## config.mk

```make
export PLATFORM = sky130hd
export DESIGN_NAME = burst_addr_gen
export DESIGN_NICKNAME = d
export VERILOG_FILES = /design/src/rtl/burst_addr_pkg.sv /design/src/rtl/burst_step_ctr.sv /design/src/rtl/burst_base_reg.sv /design/src/rtl/burst_low_map.sv /design/src/rtl/burst_addr_gen.sv
export SDC_FILE = /design/constraint.sdc
export NUM_CORES = 1
export LEC_CHECK = 0
export ABC_AREA = 0
export BUFFER_PORTS_ARGS = -buffer_cell sky130_fd_sc_hd__buf_4
export CAP_MARGIN = 30
export CORE_ASPECT_RATIO = 0.6
export CORE_MARGIN = 2
export CORE_UTILIZATION = 45
export CTS_CLUSTER_DIAMETER = 80
export DETAILED_ROUTE_END_ITERATION = 10
export HOLD_SLACK_MARGIN = 0.05
export PLACE_DENSITY = 0.78
export SKIP_CTS_REPAIR_TIMING = 1
export SYNTH_ARGS = -nofsm -noshare
export SYNTH_HDL_FRONTEND = slang
export SYNTH_SLANG_ARGS = --single-unit
```

## constraint.sdc

```tcl
create_clock -name clk_i -period 1.5 [get_ports clk_i]
set_clock_uncertainty 0.2 [all_clocks]
set_input_delay 0.15 -clock clk_i [delete_from_list [all_inputs] [get_ports clk_i]]
set_output_delay 0.15 -clock clk_i [all_outputs]
set_load 0.005 [all_outputs]
```

## src/rtl/burst_addr_pkg.sv

```systemverilog
package burst_addr_pkg;

  typedef enum logic {
    ORD_LINEAR     = 1'b0,
    ORD_INTERLEAVE = 1'b1
  } burst_order_e;

  localparam int unsigned LOW_W = 2;

  // Low address bits for a given start value and step count
  function automatic logic [LOW_W-1:0] burst_low(
    input logic [LOW_W-1:0] start,
    input logic [LOW_W-1:0] step,
    input burst_order_e     ord
  );
    if (ord == ORD_INTERLEAVE) return start ^ step;
    return LOW_W'(start + step);
  endfunction

endpackage

```

## src/rtl/burst_step_ctr.sv

```systemverilog
module burst_step_ctr
  import burst_addr_pkg::*;
(
  input  logic             clk_i,
  input  logic             rst_ni,
  input  logic             load_i,
  input  logic             adv_ni,
  output logic [LOW_W-1:0] step_o
);

  logic [LOW_W-1:0] step_q;

  always_ff @(posedge clk_i or negedge rst_ni) begin
    if (!rst_ni)      step_q <= '0;
    else if (load_i)  step_q <= '0;               // load beats advance
    else if (!adv_ni) step_q <= step_q + 1'b1;    // wraps after four
  end

  assign step_o = step_q;

  p_load_clr_r9: assert property (@(posedge clk_i) disable iff (!rst_ni)
    load_i |=> step_o == '0);

  p_adv_inc_r6: assert property (@(posedge clk_i) disable iff (!rst_ni)
    (!load_i && !adv_ni) |=> step_o == LOW_W'($past(step_o) + 1'b1));

  p_suspend_r6: assert property (@(posedge clk_i) disable iff (!rst_ni)
    (!load_i && adv_ni) |=> $stable(step_o));

endmodule

```

## src/rtl/burst_base_reg.sv

```systemverilog
module burst_base_reg
  import burst_addr_pkg::*;
#(
  parameter int unsigned ADDR_W = 20
) (
  input  logic              clk_i,
  input  logic              rst_ni,
  input  logic              load_i,
  input  logic [ADDR_W-1:0] addr_i,
  output logic [ADDR_W-1:0] base_o
);

  logic [ADDR_W-1:0] base_q;

  always_ff @(posedge clk_i or negedge rst_ni) begin
    if (!rst_ni)     base_q <= '0;
    else if (load_i) base_q <= addr_i;
  end

  assign base_o = base_q;

endmodule

```

## src/rtl/burst_low_map.sv

```systemverilog
module burst_low_map
  import burst_addr_pkg::*;
(
  input  logic [LOW_W-1:0] start_i,
  input  logic [LOW_W-1:0] step_i,
  input  logic             order_i,
  output logic [LOW_W-1:0] low_o
);

  assign low_o = burst_low(start_i, step_i, burst_order_e'(order_i));

  always_comb begin
    if (step_i == '0) a_step0_start_r7: assert (low_o == start_i);
  end

endmodule

```

## src/rtl/burst_addr_gen.sv

```systemverilog
module burst_addr_gen
  import burst_addr_pkg::*;
#(
  parameter int unsigned ADDR_W = 20
) (
  input  logic              clk_i,
  input  logic              rst_ni,
  input  logic              load_i,
  input  logic [ADDR_W-1:0] addr_i,
  input  logic              adv_ni,
  input  logic              order_i,
  output logic [ADDR_W-1:0] addr_o,
  output logic [1:0]        step_o
);

  localparam int unsigned HI_W = ADDR_W - LOW_W;

  logic [ADDR_W-1:0] base;
  logic [LOW_W-1:0]  step;
  logic [LOW_W-1:0]  low;

  burst_base_reg #(.ADDR_W(ADDR_W)) u_base (
    .clk_i (clk_i),
    .rst_ni(rst_ni),
    .load_i(load_i),
    .addr_i(addr_i),
    .base_o(base)
  );

  burst_step_ctr u_step (
    .clk_i (clk_i),
    .rst_ni(rst_ni),
    .load_i(load_i),
    .adv_ni(adv_ni),
    .step_o(step)
  );

  burst_low_map u_map (
    .start_i(base[LOW_W-1:0]),
    .step_i (step),
    .order_i(order_i),
    .low_o  (low)
  );

  assign addr_o = {base[ADDR_W-1:LOW_W], low};
  assign step_o = step;

  p_load_addr_r2: assert property (@(posedge clk_i) disable iff (!rst_ni)
    load_i |=> addr_o == $past(addr_i));

  p_upper_frozen_r3: assert property (@(posedge clk_i) disable iff (!rst_ni)
    !load_i |=> addr_o[ADDR_W-1 -: HI_W] == $past(addr_o[ADDR_W-1 -: HI_W]));

endmodule

```

==> out/qor.log, run 1 <==
INFO  timing         achievable-frequency=0.6446GHz
INFO  timing         min_period_over_period=103.4%
INFO  clock_tree     cts-root-buf=sky130_fd_sc_hd__clkbuf_8
INFO  logic_synthesis mappedNetlistNets=97
INFO  logic_synthesis ys_seq_elements=22
INFO  detailed_routing via_count=671
INFO  logic_synthesis yosys_warnings=0
INFO  floorplan      io_pins=47
INFO  floorplan      die_h=40.51um
INFO  logic_synthesis post_synth_num_cell_types=9
INFO  setup_path     required=1.15ns
INFO  logic_synthesis synth-compound-area-share=0%
INFO  setup_path     cp_slowest_cell=sky130_fd_sc_hd__dfrtp_1
INFO  floorplan      number_of_placement_rows=13
INFO  clock_tree     worst_setup_hold_path_clk_slew=0.07ns
INFO  timing         holdWs=0.07004ns
INFO  timing         setup_violators_final=1
INFO  finish         final-instance-count-excl-fill=154
INFO  logic_synthesis synth.mux.area_fraction=22.53%
INFO  global_routing grt_overflow_total=0
INFO  global_routing grt_start_max_net_pins=23
INFO  logic_synthesis main_combinational_cell_family_by_area_after_synthesis=multiplexers
INFO  power_and_ir_drop cell_leakage_power=0.7091nW
INFO  outcome        status=complete, but fails checks
INFO  global_routing grt_antenna_before_repair=0
INFO  run            max-cap-violations=0
INFO  placement      routabilityCongestion=0.5768
INFO  clock_tree     cts_tree=yes
INFO  logic_synthesis syn-mean-instance-area=14.08um^2
INFO  clock_tree     ctsHtreeMaxLevel=1
INFO  setup_path     worst_path_largest_cell_delay=0.38ns
INFO  global_routing global_route_wire_length_before_repair=2325um
INFO  placement      place.detailed.hpwl=1184um
INFO  finish         synthToLayoutAreaGrowth=51.82%
INFO  clock_tree     cts_inserted_buffers=3
INFO  floorplan      die_w=64.85um
INFO  detailed_routing drt_first_iter_violations=13
INFO  placement      place_area=1225um^2
INFO  clock_tree     skew_pair_late_insertion_delay=0.25ns
INFO  hold_path      worst_hold_path_type=in2reg
INFO  detailed_routing drtAntennaViolNets=0
INFO  detailed_routing detailedRoute.firstPassIterationCount=4
INFO  logic_synthesis synth_adder_area_share=1.252%
INFO  logic_synthesis postSynthCellCount=71
INFO  setup_path     arrival_time_at_the_worst_endpoint=1.20ns
INFO  timing         worst-slew-pin-transition=0.2753ns
INFO  floorplan      floorplan.initialDensity=46.92%
INFO  logic_synthesis synth_seq_area_share=55.07%
INFO  logic_synthesis yosys.area_share.xor_xnor=2.628%
INFO  finish         final_design_area_no_fill=1518um^2
INFO  floorplan      fp.dieArea=2627um^2
INFO  power_and_ir_drop total_chip_power=0.001398W
INFO  finish         post_route_cells_drive_above_1_share=58.87%
INFO  clock_tree     clkSinkCount=22
INFO  finish         finish.net_count=151
INFO  global_routing globalRouteTotalUtil=12.55%
INFO  logic_synthesis synthesis.area=999.7um^2
INFO  setup_path     path_class=reg2out
INFO  power_and_ir_drop vdd_drop_max=0.6203mV
INFO  timing         period_minus_slack=1.551ns
INFO  detailed_routing routed_wl=1829um
INFO  timing         timing.max_slew.rel_slack=81.64%
INFO  global_routing grt_pass1_vias=534
INFO  setup_path     timing.critical_path.cells=ha_2, nor2b_4, xnor2_1, buf_4
INFO  placement      dp.cells=127
INFO  logic_synthesis yosys.area_share.simple=2.753%
INFO  power_and_ir_drop power-per-cell-area=920.9nW/um^2
INFO  setup_path     setup.worst_path.start_class=flop
INFO  setup_path     timing.critical_path.max_delay_family=flip-flops
INFO  detailed_routing drt-wirelength-per-cell=11.88um
INFO  clock_tree     cts_max_path_buffers=2
INFO  setup_path     timing.critical_path.fanout_max=2
INFO  setup_path     cp.buffers_inverters=1
INFO  placement      portBuffers=46
INFO  setup_path     critPathCaptureType=output pin
INFO  outcome        violations=setup timing
INFO  timing         report.final.slew_viol_count=0
INFO  finish         fillerInstances=144
INFO  finish         antenna-diode-count=0
INFO  finish         postLayoutCoreUtil=71.23%
INFO  timing         grt_setup_unrepaired=yes
INFO  detailed_routing drc_errors=0
INFO  detailed_routing routed_via_density=4.357
INFO  timing         finalHoldViolations=0
INFO  floorplan      floorplan.core_area=2131um^2
INFO  timing         fin_ws=-0.05147ns
==> cell type report <==
class | count | area, um^2 | share of cell area (%)
Multi-Input combinational cell | 29 | 301.5 | 19.87
Clock buffer | 4 | 55.05 | 3.627
Tap cell | 30 | 37.54 | 2.473
Timing Repair Buffer | 69 | 573.1 | 37.76
Sequential cell | 22 | 550.5 | 36.27
==> report_power, final <==
group          internal (W)  switching, W  total [W]
clock network      0.000234      0.000176   0.000409
logic              0.000215     0.0000927   0.000307
registers          0.000651     0.0000304   0.000681
==> layer usage <==
metal  vias up  part of all wire, %  global-route usage [%]
li1        321                    -                       -
met1       316                   43                   16.61
met2        34                   47                   18.30
met3         0                   10                   7.303
met4         0                    0                   1.596
met5         -                    0                       0
==> cell usage in the layout (no fill, tap or decap), drive strengths merged <==
master and instances:
buf 47, dlygate4sd3 22, dfrtp 22, mux2 20, clkbuf 4, xnor2 3
nor2b 3, nor2 1, nor3 1, ha 1
==> cell families (layout without fill, tap and decap cells) <==
logic type,count (synthesis),after routing
xor+xnor,3,3
fa+ha+maj,1,1
buf+inv,20,73
flops,22,22
mux,20,20
simple gates,5,5
==> worst paths after layout <==
check | cells after the start | slack, ns | startpoint | end
worst max-delay path | 4 | -0.05 | u_base.base_o[0]$_DFFE_PN0P_ | addr_o[1]
worst min-delay path | 2 | 0.07 | load_i | u_step.step_o[1]$_DFFE_PN0P_
max in group asynchronous | 2 | 0.77 | rst_ni | u_step.step_o[0]$_DFFE_PN0P_
min in group asynchronous | 2 | 0.11 | rst_ni | u_base.base_o[11]$_DFFE_PN0P_
worst max register to register | 4 | 0.32 | u_step.step_o[0]$_DFFE_PN0P_ | u_step.step_o[1]$_DFFE_PN0P_
worst min register to register | 1 | 0.31 | u_base.base_o[6]$_DFFE_PN0P_ | u_base.base_o[6]$_DFFE_PN0P_
==> sequential cells by signal, summed over array words and instances, names as in the netlist <==
signal / flops
u_base.base_o: 20
u_step.step_o: 2
==> synthesized netlist by cell type, drive strengths merged <==
library cell   n  area, um^2
mux2          20       225.2
nor2           1       3.750
buf           20       157.7
xnor2          3       26.28
dfrtp         22       550.5
nor2b          3       18.77
nor3           1       5.000
ha             1       12.51
==> per-stage QoR <==
step,setup WS (ns),setup TNS (ns)
floorplan,0.2879,0
global placement,0.2048,0
detailed placement,0.1815,0
CTS,-0.1120,-0.1120
global route,-0.1396,-0.1396
finish,-0.05147,-0.05147
Power figures use the tool's default switching activity.
==> inputs of run 2 (changes only) <==
- BUFFER_PORTS_ARGS: -buffer_cell sky130_fd_sc_hd__buf_4 -> -buffer_cell sky130_fd_sc_hd__buf_2
==> run 2 against run 1 <==
  * The run still ends with setup timing left
  * Non-clock buffer count stayed put
  * Global-route usage hardly changed
  * Hold slack better by 0.078 ns
  * Critical path depth stayed put
  * Cell count is 0.65% lower
  * Die area stayed put
  * Sequential share of layout area is 3.4 points higher
  * Largest power group unchanged
==> out/qor.log, run 2 (same netlist as run 1, synthesis figures left out) <==
INFO  timing         min_period_over_period=103.5%
INFO  timing         setup_violators_final=1
INFO  outcome        violations=setup timing
INFO  placement      dp.cells=127
INFO  finish         most-common-layout-cells=sky130_fd_sc_hd__buf_2 (46), sky130_fd_sc_hd__dlygate4sd3_1 (22), sky130_fd_sc_hd__dfrtp_1 (22)
INFO  finish         fillerInstances=171
INFO  setup_path     timing.critical_path.cells=ha_2, nor2b_4, xnor2_1, buf_2
INFO  timing         report.final.slew_viol_count=0
INFO  setup_path     arrival_time_at_the_worst_endpoint=1.20ns
INFO  timing         worst-slew-pin-transition=0.4833ns
INFO  clock_tree     cts-root-buf=sky130_fd_sc_hd__clkbuf_8
INFO  finish         postLayoutCoreUtil=65.18%
INFO  floorplan      die_h=40.51um
INFO  floorplan      floorplan.initialDensity=46.92%
INFO  placement      place.detailed.hpwl=1094um
INFO  clock_tree     skew_pair_late_insertion_delay=0.25ns
INFO  timing         period_minus_slack=1.552ns
INFO  detailed_routing detailedRoute.firstPassIterationCount=3
INFO  timing         achievable-frequency=0.6444GHz
INFO  setup_path     cp.buffers_inverters=1
INFO  detailed_routing drt_first_iter_violations=6
INFO  detailed_routing drc_errors=0
INFO  setup_path     timing.critical_path.max_delay_family=flip-flops
INFO  clock_tree     clkSinkCount=22
INFO  finish         antenna-diode-count=0
INFO  detailed_routing routed_wl=1785um
INFO  clock_tree     cts_tree=yes
INFO  setup_path     worst_path_largest_cell_delay=0.39ns
INFO  detailed_routing drt-wirelength-per-cell=11.67um
INFO  setup_path     timing.critical_path.fanout_max=2
INFO  finish         post_route_cells_drive_above_1_share=58.54%
INFO  global_routing grt_start_max_net_pins=23
INFO  finish         final_design_area_no_fill=1389um^2
INFO  placement      place_area=1110um^2
INFO  power_and_ir_drop power-per-cell-area=920.7nW/um^2
INFO  timing         timing.max_slew.rel_slack=67.78%
INFO  placement      routabilityCongestion=0.5769
INFO  setup_path     setup.worst_path.start_class=flop
INFO  finish         max_ffs_per_register=20
INFO  finish         final-instance-count-excl-fill=153
INFO  setup_path     cp_slowest_cell=sky130_fd_sc_hd__dfrtp_1
INFO  timing         grt_setup_unrepaired=yes
INFO  power_and_ir_drop cell_leakage_power=0.6634nW
INFO  setup_path     path_class=reg2out
INFO  power_and_ir_drop vdd_drop_max=0.4917mV
INFO  clock_tree     cts_max_path_buffers=2
INFO  global_routing grt_antenna_before_repair=0
INFO  detailed_routing via_count=670
INFO  finish         finish.net_count=151
INFO  power_and_ir_drop total_chip_power=0.001279W
INFO  floorplan      floorplan.core_area=2131um^2
INFO  run            max-cap-violations=0
INFO  global_routing grt_pass1_vias=527
INFO  global_routing global_route_wire_length_before_repair=2346um
INFO  global_routing globalRouteTotalUtil=12.56%
INFO  clock_tree     ctsHtreeMaxLevel=1
INFO  hold_path      worst_hold_path_type=in2reg
INFO  timing         fin_tns_setup=-0.05187ns
INFO  floorplan      number_of_placement_rows=13
INFO  global_routing grt_overflow_total=0
INFO  floorplan      io_pins=47
INFO  setup_path     required=1.15ns
INFO  clock_tree     cts_inserted_buffers=3
INFO  floorplan      fp.dieArea=2627um^2
INFO  finish         layout_commonest_cell=sky130_fd_sc_hd__buf_2
INFO  detailed_routing routed_via_density=4.379
INFO  floorplan      die_w=64.85um
INFO  placement      portBuffers=46
INFO  detailed_routing drtAntennaViolNets=0
INFO  timing         fin_ws=-0.05187ns
INFO  setup_path     critPathCaptureType=output pin
INFO  clock_tree     worst_setup_hold_path_clk_slew=0.07ns
INFO  timing         finalHoldViolations=0
INFO  finish         synthToLayoutAreaGrowth=38.92%
INFO  outcome        status=complete, but fails checks
==> run 2: changes by cell type in the layout (fill, tap and decap cells not counted) <==
| cell | delta |
|---|---|
| sky130_fd_sc_hd__clkbuf_8 | -1 |
| sky130_fd_sc_hd__buf_4 | -46 |
| sky130_fd_sc_hd__buf_2 | +46 |
==> run 2: stage by stage <==
step	setup slack, ns	hold WS, ns
floorplan	0.2879	-0.3456
global placement	0.2256	-0.07371
detailed placement	0.1787	-0.05860
CTS	-0.1108	-0.3394
global route	-0.1178	0.1698
finish	-0.05187	0.1483
==> run 2: path summary, 6_finish.rpt <==
path | startpoint | cells past startpoint | to | slack (ns)
hold / removal | load_i | 2 | u_step.step_o[1]$_DFFE_PN0P_ | 0.15
setup / recovery | u_base.base_o[0]$_DFFE_PN0P_ | 4 | addr_o[1] | -0.05
setup reg to reg | u_step.step_o[0]$_DFFE_PN0P_ | 4 | u_step.step_o[1]$_DFFE_PN0P_ | 0.29
min in group asynchronous | rst_ni | 2 | u_base.base_o[3]$_DFFE_PN0P_ | 0.18
hold reg to reg | u_base.base_o[14]$_DFFE_PN0P_ | 1 | u_base.base_o[14]$_DFFE_PN0P_ | 0.30
max in group asynchronous | rst_ni | 2 | u_step.step_o[0]$_DFFE_PN0P_ | 0.59
==> run 2: power breakdown <==
group	internal (W)	total, W	switching (W)
Combinational	0.000164	0.000254	0.0000895
Sequential	0.000651	0.000680	0.0000290
Clock	0.000179	0.000345	0.000166
Total	0.000994	0.00128	0.000285
==> run 2: cell type report <==
class / instances / area [um^2] / area share (%)
tap: 30 / 37.54 / 2.703
multi-input combinational: 29 / 301.5 / 21.71
sequential: 22 / 550.5 / 39.64
timing repair buffer: 69 / 457.9 / 32.97
clock buffer: 3 / 41.29 / 2.973
==> run 2: routing by layer <==
layer	vias up	global-route usage [%]	share of wire [%]
met5	-	0	0
met4	0	4.787	0.45
met3	2	5.337	7.8
met2	32	20.10	48
met1	309	15.53	44
li1	327	-	-
==> run 2: worst register-to-register path, delay by kind of cell (launching register included) <==
kind	cells	cell delay, ns
simple gates	2	0.25
flops	1	0.37
buf+inv	1	0.12
xor+xnor	1	0.15
